## config.mk

```make
export PLATFORM = sky130hd
export DESIGN_NAME = pwm_multi_timer
export DESIGN_NICKNAME = d
export VERILOG_FILES = /design/src/rtl/pwm_multi_pkg.sv /design/src/rtl/pwm_reg_bank.sv /design/src/rtl/pwm_tick_gen.sv /design/src/rtl/pwm_count_core.sv /design/src/rtl/pwm_chan.sv /design/src/rtl/pwm_multi_timer.sv
export SDC_FILE = /design/constraint.sdc
export NUM_CORES = 1
export LEC_CHECK = 0
export ABC_AREA = 1
export BUFFER_PORTS_ARGS = -buffer_cell sky130_fd_sc_hd__buf_2
export CORE_MARGIN = 3
export CORE_UTILIZATION = 52
export CTS_CLUSTER_DIAMETER = 150
export DETAILED_ROUTE_END_ITERATION = 6
export HOLD_SLACK_MARGIN = 0.03
export PLACE_DENSITY = 0.69
export SKIP_LAST_GASP = 1
export SLEW_MARGIN = 20
export SYNTH_ARGS = -nofsm -noshare
export SYNTH_HDL_FRONTEND = slang
export SYNTH_HIERARCHICAL = 1
export SYNTH_SLANG_ARGS = --single-unit
```

## constraint.sdc

```tcl
create_clock -name clk -period 6.43 [get_ports clk]
set_input_delay 0.643 -clock clk [delete_from_list [all_inputs] [get_ports clk]]
set_output_delay 0.643 -clock clk [all_outputs]
set_load 0.01 [all_outputs]
```

## src/rtl/pwm_multi_pkg.sv

```systemverilog
// Shared offsets and types of the multi-channel PWM timer.
// Assumes a byte-addressed bus with 32-bit word registers.
package pwm_multi_pkg;

    localparam int unsigned OFS_CTRL      = 'h00;
    localparam int unsigned OFS_COUNT     = 'h04;
    localparam int unsigned OFS_MOD       = 'h08;
    localparam int unsigned OFS_CH_BASE   = 'h0C;
    localparam int unsigned OFS_CH_STRIDE = 8;
    localparam int unsigned OFS_START     = 'h4C;
    localparam int unsigned OFS_IDLE      = 'h5C;
    localparam int unsigned OFS_MASK      = 'h60;

    typedef enum logic [1:0] {
        SRC_OFF = 2'd0,
        SRC_SYS = 2'd1,
        SRC_FIX = 2'd2,
        SRC_EXT = 2'd3
    } clk_src_e;

    typedef struct packed {
        logic     center;
        clk_src_e src;
        logic [2:0] ps;
    } tmr_ctrl_t;

    typedef struct packed {
        logic pwm_en;
        logic high_true;
        logic low_true;
    } ch_ctrl_t;

endpackage

```

## src/rtl/pwm_reg_bank.sv

```systemverilog
// Register file of the PWM timer: write decode, buffered values and
// combinational readback. Assumes NUM_CH <= 8 so channel offsets stay
// below the start-value offset, and DATA_W > CNT_W.
module pwm_reg_bank
    import pwm_multi_pkg::*;
#(
    parameter int NUM_CH = 8,
    parameter int CNT_W  = 16,
    parameter int ADDR_W = 8,
    parameter int DATA_W = 32
) (
    input  logic                           clk,
    input  logic                           rst_n,
    input  logic                           wr_en,
    input  logic [ADDR_W-1:0]              addr,
    input  logic [DATA_W-1:0]              wdata,
    output logic [DATA_W-1:0]              rdata,
    input  logic [CNT_W-1:0]               cnt_val,
    output tmr_ctrl_t                      ctrl,
    output logic [CNT_W-1:0]               mod_buf,
    output logic [CNT_W-1:0]               start_val,
    output logic [NUM_CH-1:0]              idle_lvl,
    output logic [NUM_CH-1:0]              out_mask,
    output ch_ctrl_t [NUM_CH-1:0]          ch_ctl,
    output logic [NUM_CH-1:0][CNT_W-1:0]   ch_val,
    output logic                           cnt_load
);

    logic unused_wbits;
    assign unused_wbits = ^wdata[DATA_W-1:CNT_W];

    // Counter reload request: a write to the counter offset.
    assign cnt_load = wr_en && (addr == ADDR_W'(OFS_COUNT));

    // Register writes, one decode per offset.
    always_ff @(posedge clk) begin
        if (!rst_n) begin
            ctrl      <= '0;
            mod_buf   <= '0;
            start_val <= '0;
            idle_lvl  <= '0;
            out_mask  <= '0;
            ch_ctl    <= '0;
            ch_val    <= '0;
        end else if (wr_en) begin
            if (addr == ADDR_W'(OFS_CTRL))
                ctrl <= '{center: wdata[5], src: clk_src_e'(wdata[4:3]), ps: wdata[2:0]};
            if (addr == ADDR_W'(OFS_MOD))
                mod_buf <= wdata[CNT_W-1:0];
            if (addr == ADDR_W'(OFS_START))
                start_val <= wdata[CNT_W-1:0];
            if (addr == ADDR_W'(OFS_IDLE))
                idle_lvl <= wdata[NUM_CH-1:0];
            if (addr == ADDR_W'(OFS_MASK))
                out_mask <= wdata[NUM_CH-1:0];
            for (int n = 0; n < NUM_CH; n++) begin
                if (addr == ADDR_W'(OFS_CH_BASE + n * OFS_CH_STRIDE))
                    ch_ctl[n] <= '{pwm_en: wdata[5], high_true: wdata[3], low_true: wdata[2]};
                if (addr == ADDR_W'(OFS_CH_BASE + n * OFS_CH_STRIDE + 4))
                    ch_val[n] <= wdata[CNT_W-1:0];
            end
        end
    end

    // Readback multiplexer; unmapped offsets return zero.
    always_comb begin
        rdata = '0;
        if (addr == ADDR_W'(OFS_CTRL))  rdata = DATA_W'(ctrl);
        if (addr == ADDR_W'(OFS_COUNT)) rdata = DATA_W'(cnt_val);
        if (addr == ADDR_W'(OFS_MOD))   rdata = DATA_W'(mod_buf);
        if (addr == ADDR_W'(OFS_START)) rdata = DATA_W'(start_val);
        if (addr == ADDR_W'(OFS_IDLE))  rdata = DATA_W'(idle_lvl);
        if (addr == ADDR_W'(OFS_MASK))  rdata = DATA_W'(out_mask);
        for (int n = 0; n < NUM_CH; n++) begin
            if (addr == ADDR_W'(OFS_CH_BASE + n * OFS_CH_STRIDE))
                rdata = DATA_W'({ch_ctl[n].pwm_en, 1'b0, ch_ctl[n].high_true,
                                 ch_ctl[n].low_true, 2'b00});
            if (addr == ADDR_W'(OFS_CH_BASE + n * OFS_CH_STRIDE + 4))
                rdata = DATA_W'(ch_val[n]);
        end
    end

endmodule

```

## src/rtl/pwm_tick_gen.sv

```systemverilog
// Clock-source select and power-of-two prescaler. Produces a one-cycle
// count tick once every 2^ps enables of the selected source.
// Assumes fix_tick and ext_tick are synchronous to clk.
module pwm_tick_gen
    import pwm_multi_pkg::*;
#(
    parameter int PS_W = 3
) (
    input  logic            clk,
    input  logic            rst_n,
    input  clk_src_e        src,
    input  logic [PS_W-1:0] ps,
    input  logic            fix_tick,
    input  logic            ext_tick,
    output logic            tick
);

    localparam int DIV_W = (1 << PS_W) - 1;

    logic             src_en;
    logic [DIV_W-1:0] pre_q;
    logic [DIV_W:0]   lim_w;

    // Select the raw enable of the chosen source.
    always_comb begin
        unique case (src)
            SRC_SYS: src_en = 1'b1;
            SRC_FIX: src_en = fix_tick;
            SRC_EXT: src_en = ext_tick;
            default: src_en = 1'b0;
        endcase
    end

    assign lim_w = ((DIV_W+1)'(1) << ps) - (DIV_W+1)'(1);
    assign tick  = src_en && ({1'b0, pre_q} >= lim_w);

    // Prescaler count of source enables since the last tick.
    always_ff @(posedge clk) begin
        if (!rst_n || src == SRC_OFF)
            pre_q <= '0;
        else if (src_en)
            pre_q <= tick ? '0 : pre_q + 1'b1;
    end

endmodule

```

## src/rtl/pwm_count_core.sv

```systemverilog
// Shared counter: edge-aligned wrap or center-aligned up/down sweep,
// plus the working copy of the modulo value. Flags the period boundary
// at which buffered values are adopted. Assumes start <= modulo.
module pwm_count_core #(
    parameter int CNT_W = 16
) (
    input  logic             clk,
    input  logic             rst_n,
    input  logic             tick,
    input  logic             center,
    input  logic             run,
    input  logic             cnt_load,
    input  logic [CNT_W-1:0] start_val,
    input  logic [CNT_W-1:0] mod_buf,
    output logic [CNT_W-1:0] cnt,
    output logic             up,
    output logic [CNT_W-1:0] mod_act,
    output logic             shadow_upd
);

    logic reload_pt;

    // Period boundary: edge wrap, or bottom turnaround in center mode.
    assign reload_pt  = tick && !cnt_load &&
                        (center ? (!up && cnt <= start_val) : (cnt >= mod_act));
    assign shadow_upd = reload_pt || !run;

    // Counter and direction update.
    always_ff @(posedge clk) begin
        if (!rst_n) begin
            cnt <= '0;
            up  <= 1'b0;
        end else if (cnt_load) begin
            cnt <= start_val;
            up  <= 1'b0;
        end else if (tick) begin
            if (!center) begin
                cnt <= (cnt >= mod_act) ? start_val : cnt + 1'b1;
            end else if (up) begin
                if (cnt >= mod_act) begin
                    up  <= 1'b0;
                    cnt <= (cnt > start_val) ? cnt - 1'b1 : start_val;
                end else begin
                    cnt <= cnt + 1'b1;
                end
            end else begin
                if (cnt <= start_val) begin
                    up  <= 1'b1;
                    cnt <= cnt + 1'b1;
                end else begin
                    cnt <= cnt - 1'b1;
                end
            end
        end
    end

    // Working modulo value, adopted at the boundary or while stopped.
    always_ff @(posedge clk) begin
        if (!rst_n)
            mod_act <= '0;
        else if (shadow_upd)
            mod_act <= mod_buf;
    end

endmodule

```

## src/rtl/pwm_chan.sv

```systemverilog
// One compare channel: working compare copy, active-phase decode and
// pin override (mask, idle level, polarity). Assumes shadow_upd comes
// from the shared counter so all channels switch values together.
module pwm_chan #(
    parameter int CNT_W = 16
) (
    input  logic             clk,
    input  logic             rst_n,
    input  logic             shadow_upd,
    input  logic [CNT_W-1:0] val_buf,
    input  logic             pwm_en,
    input  logic             low_true,
    input  logic             run,
    input  logic             center,
    input  logic             up,
    input  logic [CNT_W-1:0] cnt,
    input  logic             idle_bit,
    input  logic             mask_bit,
    output logic             pin
);

    logic [CNT_W-1:0] cv_act;
    logic             active;

    // Working compare value, adopted with the modulo value.
    always_ff @(posedge clk) begin
        if (!rst_n)
            cv_act <= '0;
        else if (shadow_upd)
            cv_act <= val_buf;
    end

    // Active phase: rising half includes the compare value itself.
    assign active = (center && up) ? (cnt <= cv_act) : (cnt < cv_act);

    // Pin level with mask first, then idle level, then polarity.
    always_comb begin
        if (mask_bit)
            pin = low_true;
        else if (!run || !pwm_en)
            pin = idle_bit;
        else
            pin = active ^ low_true;
    end

endmodule

```

## src/rtl/pwm_multi_timer.sv

```systemverilog
// Top of the multi-channel PWM timer: register bank, tick generator,
// shared counter and one compare channel per output pin.
// Assumes NUM_CH <= 8 (fixed channel offsets) and a synchronous reset.
module pwm_multi_timer
    import pwm_multi_pkg::*;
#(
    parameter int NUM_CH = 8,
    parameter int CNT_W  = 16,
    parameter int ADDR_W = 8,
    parameter int DATA_W = 32,
    parameter int PS_W   = 3
) (
    input  logic              clk,
    input  logic              rst_n,
    input  logic              fix_tick,
    input  logic              ext_tick,
    input  logic              wr_en,
    input  logic [ADDR_W-1:0] addr,
    input  logic [DATA_W-1:0] wdata,
    output logic [DATA_W-1:0] rdata,
    output logic [NUM_CH-1:0] pwm_out
);

    tmr_ctrl_t                     ctrl;
    logic [CNT_W-1:0]              mod_buf;
    logic [CNT_W-1:0]              start_val;
    logic [NUM_CH-1:0]             idle_lvl;
    logic [NUM_CH-1:0]             out_mask;
    ch_ctrl_t [NUM_CH-1:0]         ch_ctl;
    logic [NUM_CH-1:0][CNT_W-1:0]  ch_val;
    logic                          cnt_load;
    logic                          tick;
    logic [CNT_W-1:0]              cnt_q;
    logic                          up_q;
    logic [CNT_W-1:0]              mod_act;
    logic                          shadow_upd;
    logic                          run;
    logic [NUM_CH-1:0]             low_vec;

    assign run = (ctrl.src != SRC_OFF);

    pwm_reg_bank #(
        .NUM_CH(NUM_CH), .CNT_W(CNT_W), .ADDR_W(ADDR_W), .DATA_W(DATA_W)
    ) u_regs (
        .clk(clk), .rst_n(rst_n), .wr_en(wr_en), .addr(addr), .wdata(wdata),
        .rdata(rdata), .cnt_val(cnt_q), .ctrl(ctrl), .mod_buf(mod_buf),
        .start_val(start_val), .idle_lvl(idle_lvl), .out_mask(out_mask),
        .ch_ctl(ch_ctl), .ch_val(ch_val), .cnt_load(cnt_load)
    );

    pwm_tick_gen #(.PS_W(PS_W)) u_tick (
        .clk(clk), .rst_n(rst_n), .src(ctrl.src), .ps(ctrl.ps),
        .fix_tick(fix_tick), .ext_tick(ext_tick), .tick(tick)
    );

    pwm_count_core #(.CNT_W(CNT_W)) u_cnt (
        .clk(clk), .rst_n(rst_n), .tick(tick), .center(ctrl.center), .run(run),
        .cnt_load(cnt_load), .start_val(start_val), .mod_buf(mod_buf),
        .cnt(cnt_q), .up(up_q), .mod_act(mod_act), .shadow_upd(shadow_upd)
    );

    for (genvar g = 0; g < NUM_CH; g++) begin : g_ch
        assign low_vec[g] = ch_ctl[g].low_true;

        pwm_chan #(.CNT_W(CNT_W)) u_ch (
            .clk(clk), .rst_n(rst_n), .shadow_upd(shadow_upd),
            .val_buf(ch_val[g]), .pwm_en(ch_ctl[g].pwm_en),
            .low_true(ch_ctl[g].low_true), .run(run), .center(ctrl.center),
            .up(up_q), .cnt(cnt_q), .idle_bit(idle_lvl[g]),
            .mask_bit(out_mask[g]), .pin(pwm_out[g])
        );
    end

endmodule

```

# Word level (Yosys, flattened, before mapping)
# Index checks and enable logic that the tools add are counted.
# word_totals
in_bits,45
output_inout_bits,40
ff_bits,374
wordCells,224
# op_classes
bitwise_logic,9
n_lt_le_gt_ge,20
reduce_logical,55
mux,60
n_eq_ne,24
add_sub_neg,4
shifts,1
# ops
operator,n
$mux W16,29
$le A16 B16 Y1,9
$lt A16 B16 Y1,8
$eq A8 B6 Y1 const B,8
$eq A8 B7 Y1 const B,6
$reduce_and A2 Y1,22
$eq A8 B5 Y1 const B,4
$mux W1,28
$add A16 B1 Y16 const B,1
$eq A8 B4 Y1 const B,2
$ge A16 B16 Y1,1
$gt A16 B16 Y1,1
$sub A16 B1 Y16 const B,1
$logic_not A1 Y1,12
$logic_or A1 B1 Y1,10
$eq A8 B3 Y1 const B,1
$ge A7 B8 Y1,1
$logic_not A8 Y1,1
$shl A1 B3 Y8 const A,1
$sub A8 B2 Y8 const B,1
$xor A1 B1 Y1,8
$add A7 B1 Y7 const B,1
$mux W7,1
$logic_and A1 B1 Y1,6
8 further kinds,10

# Depth between registers and ports, before layout
# depth
depth_word,23
ltp_mapped,23
mapped_depth_nobuf,22

# Hierarchy
# Netlist, hierarchy kept.
# by_module_without_submodules
module,n_inst,cells_each,area_per_inst_um2,seq_area_each_um2
pwm_reg_bank,1,1244,9093.7,4124.0
pwm_chan,8,137,985.9,320.3
pwm_count_core,1,569,3589.7,660.6
pwm_tick_gen,1,102,674.4,140.1
pwm_multi_timer,1,3,11.3,0.0

# Worst setup path before layout
# OpenSTA, ideal clock, no wires.
# synth_path
path_type,flip-flop to flip-flop
start,register u_regs/ctrl[1] (netlist name)
end,register g_ch[1].u_ch.cv_act[10]
stages_incl_launch_ff,24
n_path_buf,1
period_less_slack_ns,2.928
required_ns,6.297
setup_time_ns,0.133
setup_slack_ns,3.502
arrival_time_ns,2.795
cell_sequence,dfxtp_1 nor2_1 nand2_1 ha_1 inv_1 xor2_1 inv_1 ha_1 nand2_1 nor2_1 nor2_1 nand2_1 nand2_2 nand2_1 nand2_2 inv_1 inv_1 nor2_1 nand2_2 nand2_4 inv_1 clkbuf_1 o21ai_0 a21oi_1
# synth_via
elab_chain_len,7
# synth_rtl
element,line_no,text
$shl A1 B3 Y8,pwm_tick_gen.sv:34,assign lim_w = ((DIV_W+1)'(1) << ps) - (DIV_W+1)'(1);
$sub A8 B2 Y8,pwm_tick_gen.sv:34,
$ge A7 B8 Y1,pwm_tick_gen.sv:35,"assign tick = src_en && ({1'b0, pre_q} >= lim_w);"
$logic_and A1 B1 Y1,pwm_tick_gen.sv:35,
net tick,pwm_multi_timer.sv:32,logic tick;
$logic_and A1 B1 Y1 (2 in series),pwm_count_core.sv:24,assign reload_pt = tick && !cnt_load &&
$logic_or A1 B1 Y1,pwm_count_core.sv:26,assign shadow_upd = reload_pt || !run;
net shadow_upd,pwm_multi_timer.sv:36,logic shadow_upd;
to (signal assigned),pwm_chan.sv:30,cv_act <= val_buf;
to (decl),pwm_chan.sv:22,logic [CNT_W-1:0] cv_act;
# The timed path passes the listed nets, and every way through them passes these cells.
# A chain may end at the register's enable or synchronous reset.

# Final worst setup path
# layout_path
start,input addr[7]
end,output rdata[9]
# layout_via
elab_chain_len,22
elab_cells_between_ends,42
cone_classes,eq/ne: 21; mux: 21
# layout_rtl
element,line_no,text
from (decl),pwm_multi_timer.sv:18,"input logic [ADDR_W-1:0] addr,"
$eq A8 B3 Y1,pwm_reg_bank.sv:69,if (addr == ADDR_W'(OFS_COUNT)) rdata = DATA_W'(cnt_val);
$mux W16,pwm_reg_bank.sv:69,
$mux W16,pwm_reg_bank.sv:70,if (addr == ADDR_W'(OFS_MOD)) rdata = DATA_W'(mod_buf);
$mux W16,pwm_reg_bank.sv:71,if (addr == ADDR_W'(OFS_START)) rdata = DATA_W'(start_val);
$mux W16,pwm_reg_bank.sv:72,if (addr == ADDR_W'(OFS_IDLE)) rdata = DATA_W'(idle_lvl);
$mux W16,pwm_reg_bank.sv:73,if (addr == ADDR_W'(OFS_MASK)) rdata = DATA_W'(out_mask);
$mux W16,pwm_reg_bank.sv:75,if (addr == ADDR_W'(OFS_CH_BASE + n * OFS_CH_STRIDE))
$mux W16,pwm_reg_bank.sv:78,if (addr == ADDR_W'(OFS_CH_BASE + n * OFS_CH_STRIDE + 4))
[6 not listed],--,
$mux W16,pwm_reg_bank.sv:75,
$mux W16,pwm_reg_bank.sv:78,
$mux W16,pwm_reg_bank.sv:75,
$mux W16,pwm_reg_bank.sv:78,
$mux W16,pwm_reg_bank.sv:75,
$mux W16,pwm_reg_bank.sv:78,
$mux W16,pwm_reg_bank.sv:75,
$mux W16 (*),pwm_reg_bank.sv:78,
to (decl),pwm_multi_timer.sv:20,"output logic [DATA_W-1:0] rdata,"
# Mark *: on every way between the ends. The rest lies on a longest branch, timed or not.

==> flow_summary_export.csv <==
group,metric,value,unit
placement,dpl.cell_count,3480,
route,routed_via_density,5.70,
finish,fill_cells,3777,
cts,cts_hold_buf,0,
power,combPwrFrac,3.5,%
sta,fin_tns_setup,0,ps
worst_setup_path,required,5790,ps
synthesis,synthFlopType,"dfxtp_1",
cts,cts_num_sinks,374,
placement,pre_cts_slack,2260,ps
cts,clkLatencyLatePin,570,ps
grt,grtUsageTotal,28.8,%
finish,area_delta_synth_final,8.75,%
worst_setup_path,cp_max_fo,14,
floorplan,rows,73,
power,p_leak,9.78,nW
sta,fin_crit,4360,ps
grt,grt_pass1_wl,100000,um
sta,timing.slew.headroom,25.8,%
route,ant_nets,0,
cts,ctsResizeCount,0,
sta,finalMaxSlewViolations,0,
finish,num_antenna_cells,0,
worst_setup_path,critPathSlowestCell,"nor2_1",
synthesis,async_flop_share,0,%
placement,place_area,21700,um^2
synthesis,synth-edff-count,0,
worst_setup_path,cp.arrival,3710,ps
power,p_clk_share,49.6,%
finish,register_area,7490,um^2
floorplan,core_area,40100,um^2
worst_setup_path,path_cells,"buf_2 -> inv_1 -> nand2_1 -> nor2_2 -> inv_1 -> nor2_1 -> clkinv_1 -> o2111ai_1 -> buf_2",
sta,hold_viol,0,
sta,rsz0062_at_grt,"false",
power,p_seq_share,46.9,%
sta,skew,21.7,ps
floorplan,ioPinCount,85,
route,routed_wl,64800,um
placement,io_buffer_count,52,
power,vdd_ir_drop_max,190,uV
run_status,status,"finished, final reports clean",
grt,overflow,0,
worst_setup_path,cp-end-kind,"output pin",
grt,grt_pass1_vias,18300,
worst_setup_path,crit_type,"input port to output pin",
min_path,hp-class,"flip-flop to flip-flop",
worst_setup_path,critPathBufInv,5,
grt,grt_start_max_net_pins,89,
cts,clockBufferDepth,3,
placement,dp_hpwl,46200,um
cts,post_cts_buffers,0,
cts,htree_num_levels,2,
worst_setup_path,crit_path_start_kind,"input port",
synthesis,synth.yosys.warnings,6,
sta,setup_viol,0,
grt,antenna_found_initial,1,
route,detail_route.iter0.violations,2056,
power,p_total,4.96,mW
synthesis,syn_inst,3014,
sta,fin_crit_sh,67.7,%
synthesis,netlist_area,21300,um^2
finish,multiInputGateArea,11600,um^2
synthesis,yosysSeqAreaShare,35.2,%
floorplan,die-area,43300,um^2
finish,drive_above_1_share,8.60,%
finish,final_cells,3559,
power,p_per_area,215,nW/um^2
placement,routabilityCongestion,0.898,
floorplan,die_h,208,um
worst_setup_path,cpPeakStageDelay,830,ps
power,p_int,3.82,mW
worst_setup_path,critical_path.top_delay_family,"simple AND/OR/NAND/NOR gates",
sta,tightest_slew,1110,ps
route,drt_pass1_iterations,6,
cts,cts_tree,"done",
cts,cts.clk_slew.worst_paths,60,ps
cts,ctsRootBufferMaster,"clkbuf_16",
route,drc_errors,0,
power,netSwitchingFraction,23.0,%
floorplan,die-width,208,um
synthesis,yosysUniqueCellTypes,55,
sta,setup_slack,2070,ps
cts,cts_made_buffers,43,
route,wire_per_inst,18.2,um
finish,post-route-cell-area,23100,um^2
route,dr_total_vias,20300,
floorplan,start_util,53.0,%
flow_run,maxCapViolations,0,
sta,fmax,230,MHz
synthesis,syn_area_per_cell,7.05,um^2
finish,fin_nets,3216,
power,power_switching,1.14,mW
synthesis,synth-seq-cells,374,
[cell usage in the layout (no fill, tap or decap), types with 14 or more instances in the layout]
cell type,count
dfxtp_1,374
o21ai_0,321
conb_1,16
o21ai_1,30
nor2_2,27
buf_4,23
nand3_1,136
ha_1,171
nand2_2,22
clkbuf_16,44
nand2_1,545
nor3_1,16
nor2_1,248
a22oi_1,16
xor2_1,21
inv_1,369
nand4_1,32
a21oi_1,399
inv_2,14
buf_2,51
o2111ai_1,23
[layout make-up]
class                           count  share of cell area [%]
Clock buffer                       65                    5.54
Clock inverter                     14                   0.612
Inverter                          388                    6.34
Multi-Input combinational cell   2118                    50.4
Sequential cell                   374                    32.4
Tap cell                          525                    2.84
Timing Repair Buffer               75                    1.90
[cell usage after synthesis, types with 2 or more instances]
cell | number | share of area, %
nor4_2 | 2 | 0.12
xnor2_1 | 4 | 0.16
buf_4 | 20 | 0.71
nand2_2 | 22 | 0.65
o2111ai_1 | 23 | 0.95
a22oi_1 | 16 | 0.57
clkinv_1 | 2 | 0.035
buf_6 | 4 | 0.21
ha_1 | 171 | 10
nand2_1 | 545 | 9.6
dfxtp_1 | 374 | 35
o21bai_1 | 2 | 0.071
inv_2 | 14 | 0.25
buf_2 | 22 | 0.52
nor3_1 | 16 | 0.38
a21o_1 | 9 | 0.32
clkbuf_1 | 94 | 1.7
nand3b_1 | 4 | 0.14
o211ai_1 | 6 | 0.21
a21oi_1 | 399 | 9.4
nor3_4 | 2 | 0.15
nor2_1 | 250 | 4.4
nor3b_1 | 2 | 0.071
nor3_2 | 11 | 0.52
o21ai_1 | 30 | 0.71
nor2_2 | 25 | 0.74
o21ai_0 | 321 | 7.6
a211oi_1 | 5 | 0.18
nand2_4 | 7 | 0.37
a21oi_2 | 2 | 0.082
inv_1 | 370 | 6.5
nand3_4 | 2 | 0.16
nor2_8 | 2 | 0.19
buf_1 | 6 | 0.11
a22o_1 | 8 | 0.33
nand3_2 | 6 | 0.28
xor2_1 | 21 | 0.87
nand3_1 | 136 | 3.2
nand4_1 | 32 | 0.94
nor2_4 | 6 | 0.32
a211oi_2 | 7 | 0.41
[metrics by stage]
step / util, % / hold slack (ps)
2_1_floorplan: - / 425
3_3_place_gp: 54.1 / 441
3_5_place_dp: 54.1 / 451
4_1_cts: 57.6 / 439
5_1_grt: 57.6 / 454
6_report: 57.6 / 455
[worst reg2reg max path, stage by stage (launching register included)]
cell and delay, ps:
dfxtp_1 920, ha_1 390, a21oi_1 140, o21ai_0 100, a21oi_1 310, nand3_2 580
nand2_1 250, nand2_2 80, nand2_2 90, nand2_4 150, inv_1 790, o21ai_0 240
a21oi_1 160
[final timing paths]
path | from | endpoint | slack, ps | depth (start not counted)
setup / recovery | addr[7] | rdata[9] | 2070 | 9
hold / removal | u_regs/ch_ctl[10]$_SDFFE_PN0P_ | u_regs/ch_ctl[10]$_SDFFE_PN0P_ | 460 | 2
hold reg to reg | u_regs/ch_ctl[10]$_SDFFE_PN0P_ | u_regs/ch_ctl[10]$_SDFFE_PN0P_ | 460 | 2
setup reg to reg | u_cnt/cnt[15]$_SDFFE_PN0P_ | g_ch[7].u_ch/cv_act[13]$_SDFFE_PN0P_ | 2160 | 12
[kinds of logic after synthesis]
logic type      count (synthesis)  share of synthesized area, %
other cells                     1                        0.0176
simple gates                 1073                          22.4
compound gates                833                          21.0
xor+xnor                       25                          1.03
buf+inv                       537                          10.3
flops                         374                          35.2
fa+ha+maj                     171                          10.1
[power by group through the flow]
| stage | registers, mW | logic (mW) | clock network (mW) |
|---|---|---|---|
| 2_1_floorplan | 2.38 | 0.109 | 0 |
| 3_3_place_gp | 2.38 | 0.164 | 0 |
| 3_5_place_dp | 2.38 | 0.167 | 0 |
| 4_1_cts | 2.33 | 0.167 | 2.50 |
| 5_1_grt | 2.33 | 0.185 | 2.60 |
| 6_report | 2.33 | 0.172 | 2.46 |
[routing by layer]
metal,routed length (um),track usage [%],vias up
met5,0,0,-
met4,2170,9.81,0
met3,5050,4.27,141
met2,28500,45.4,845
met1,29100,40.3,9349
li1,-,-,9934
[state kept, by name, summed over array words and instances, names as in the netlist, 8 cells and up]
| signal | flops |
|---|---|
| g_ch.u_ch/cv_act | 128 |
| u_regs/ch_val | 128 |
| u_regs/ch_ctl | 24 |
| u_cnt/cnt | 16 |
| u_cnt/mod_act | 16 |
| u_regs/mod_buf | 16 |
| u_regs/start_val | 16 |
| u_regs/idle_lvl | 8 |
| u_regs/out_mask | 8 |
(Power assumes the default switching activity.)
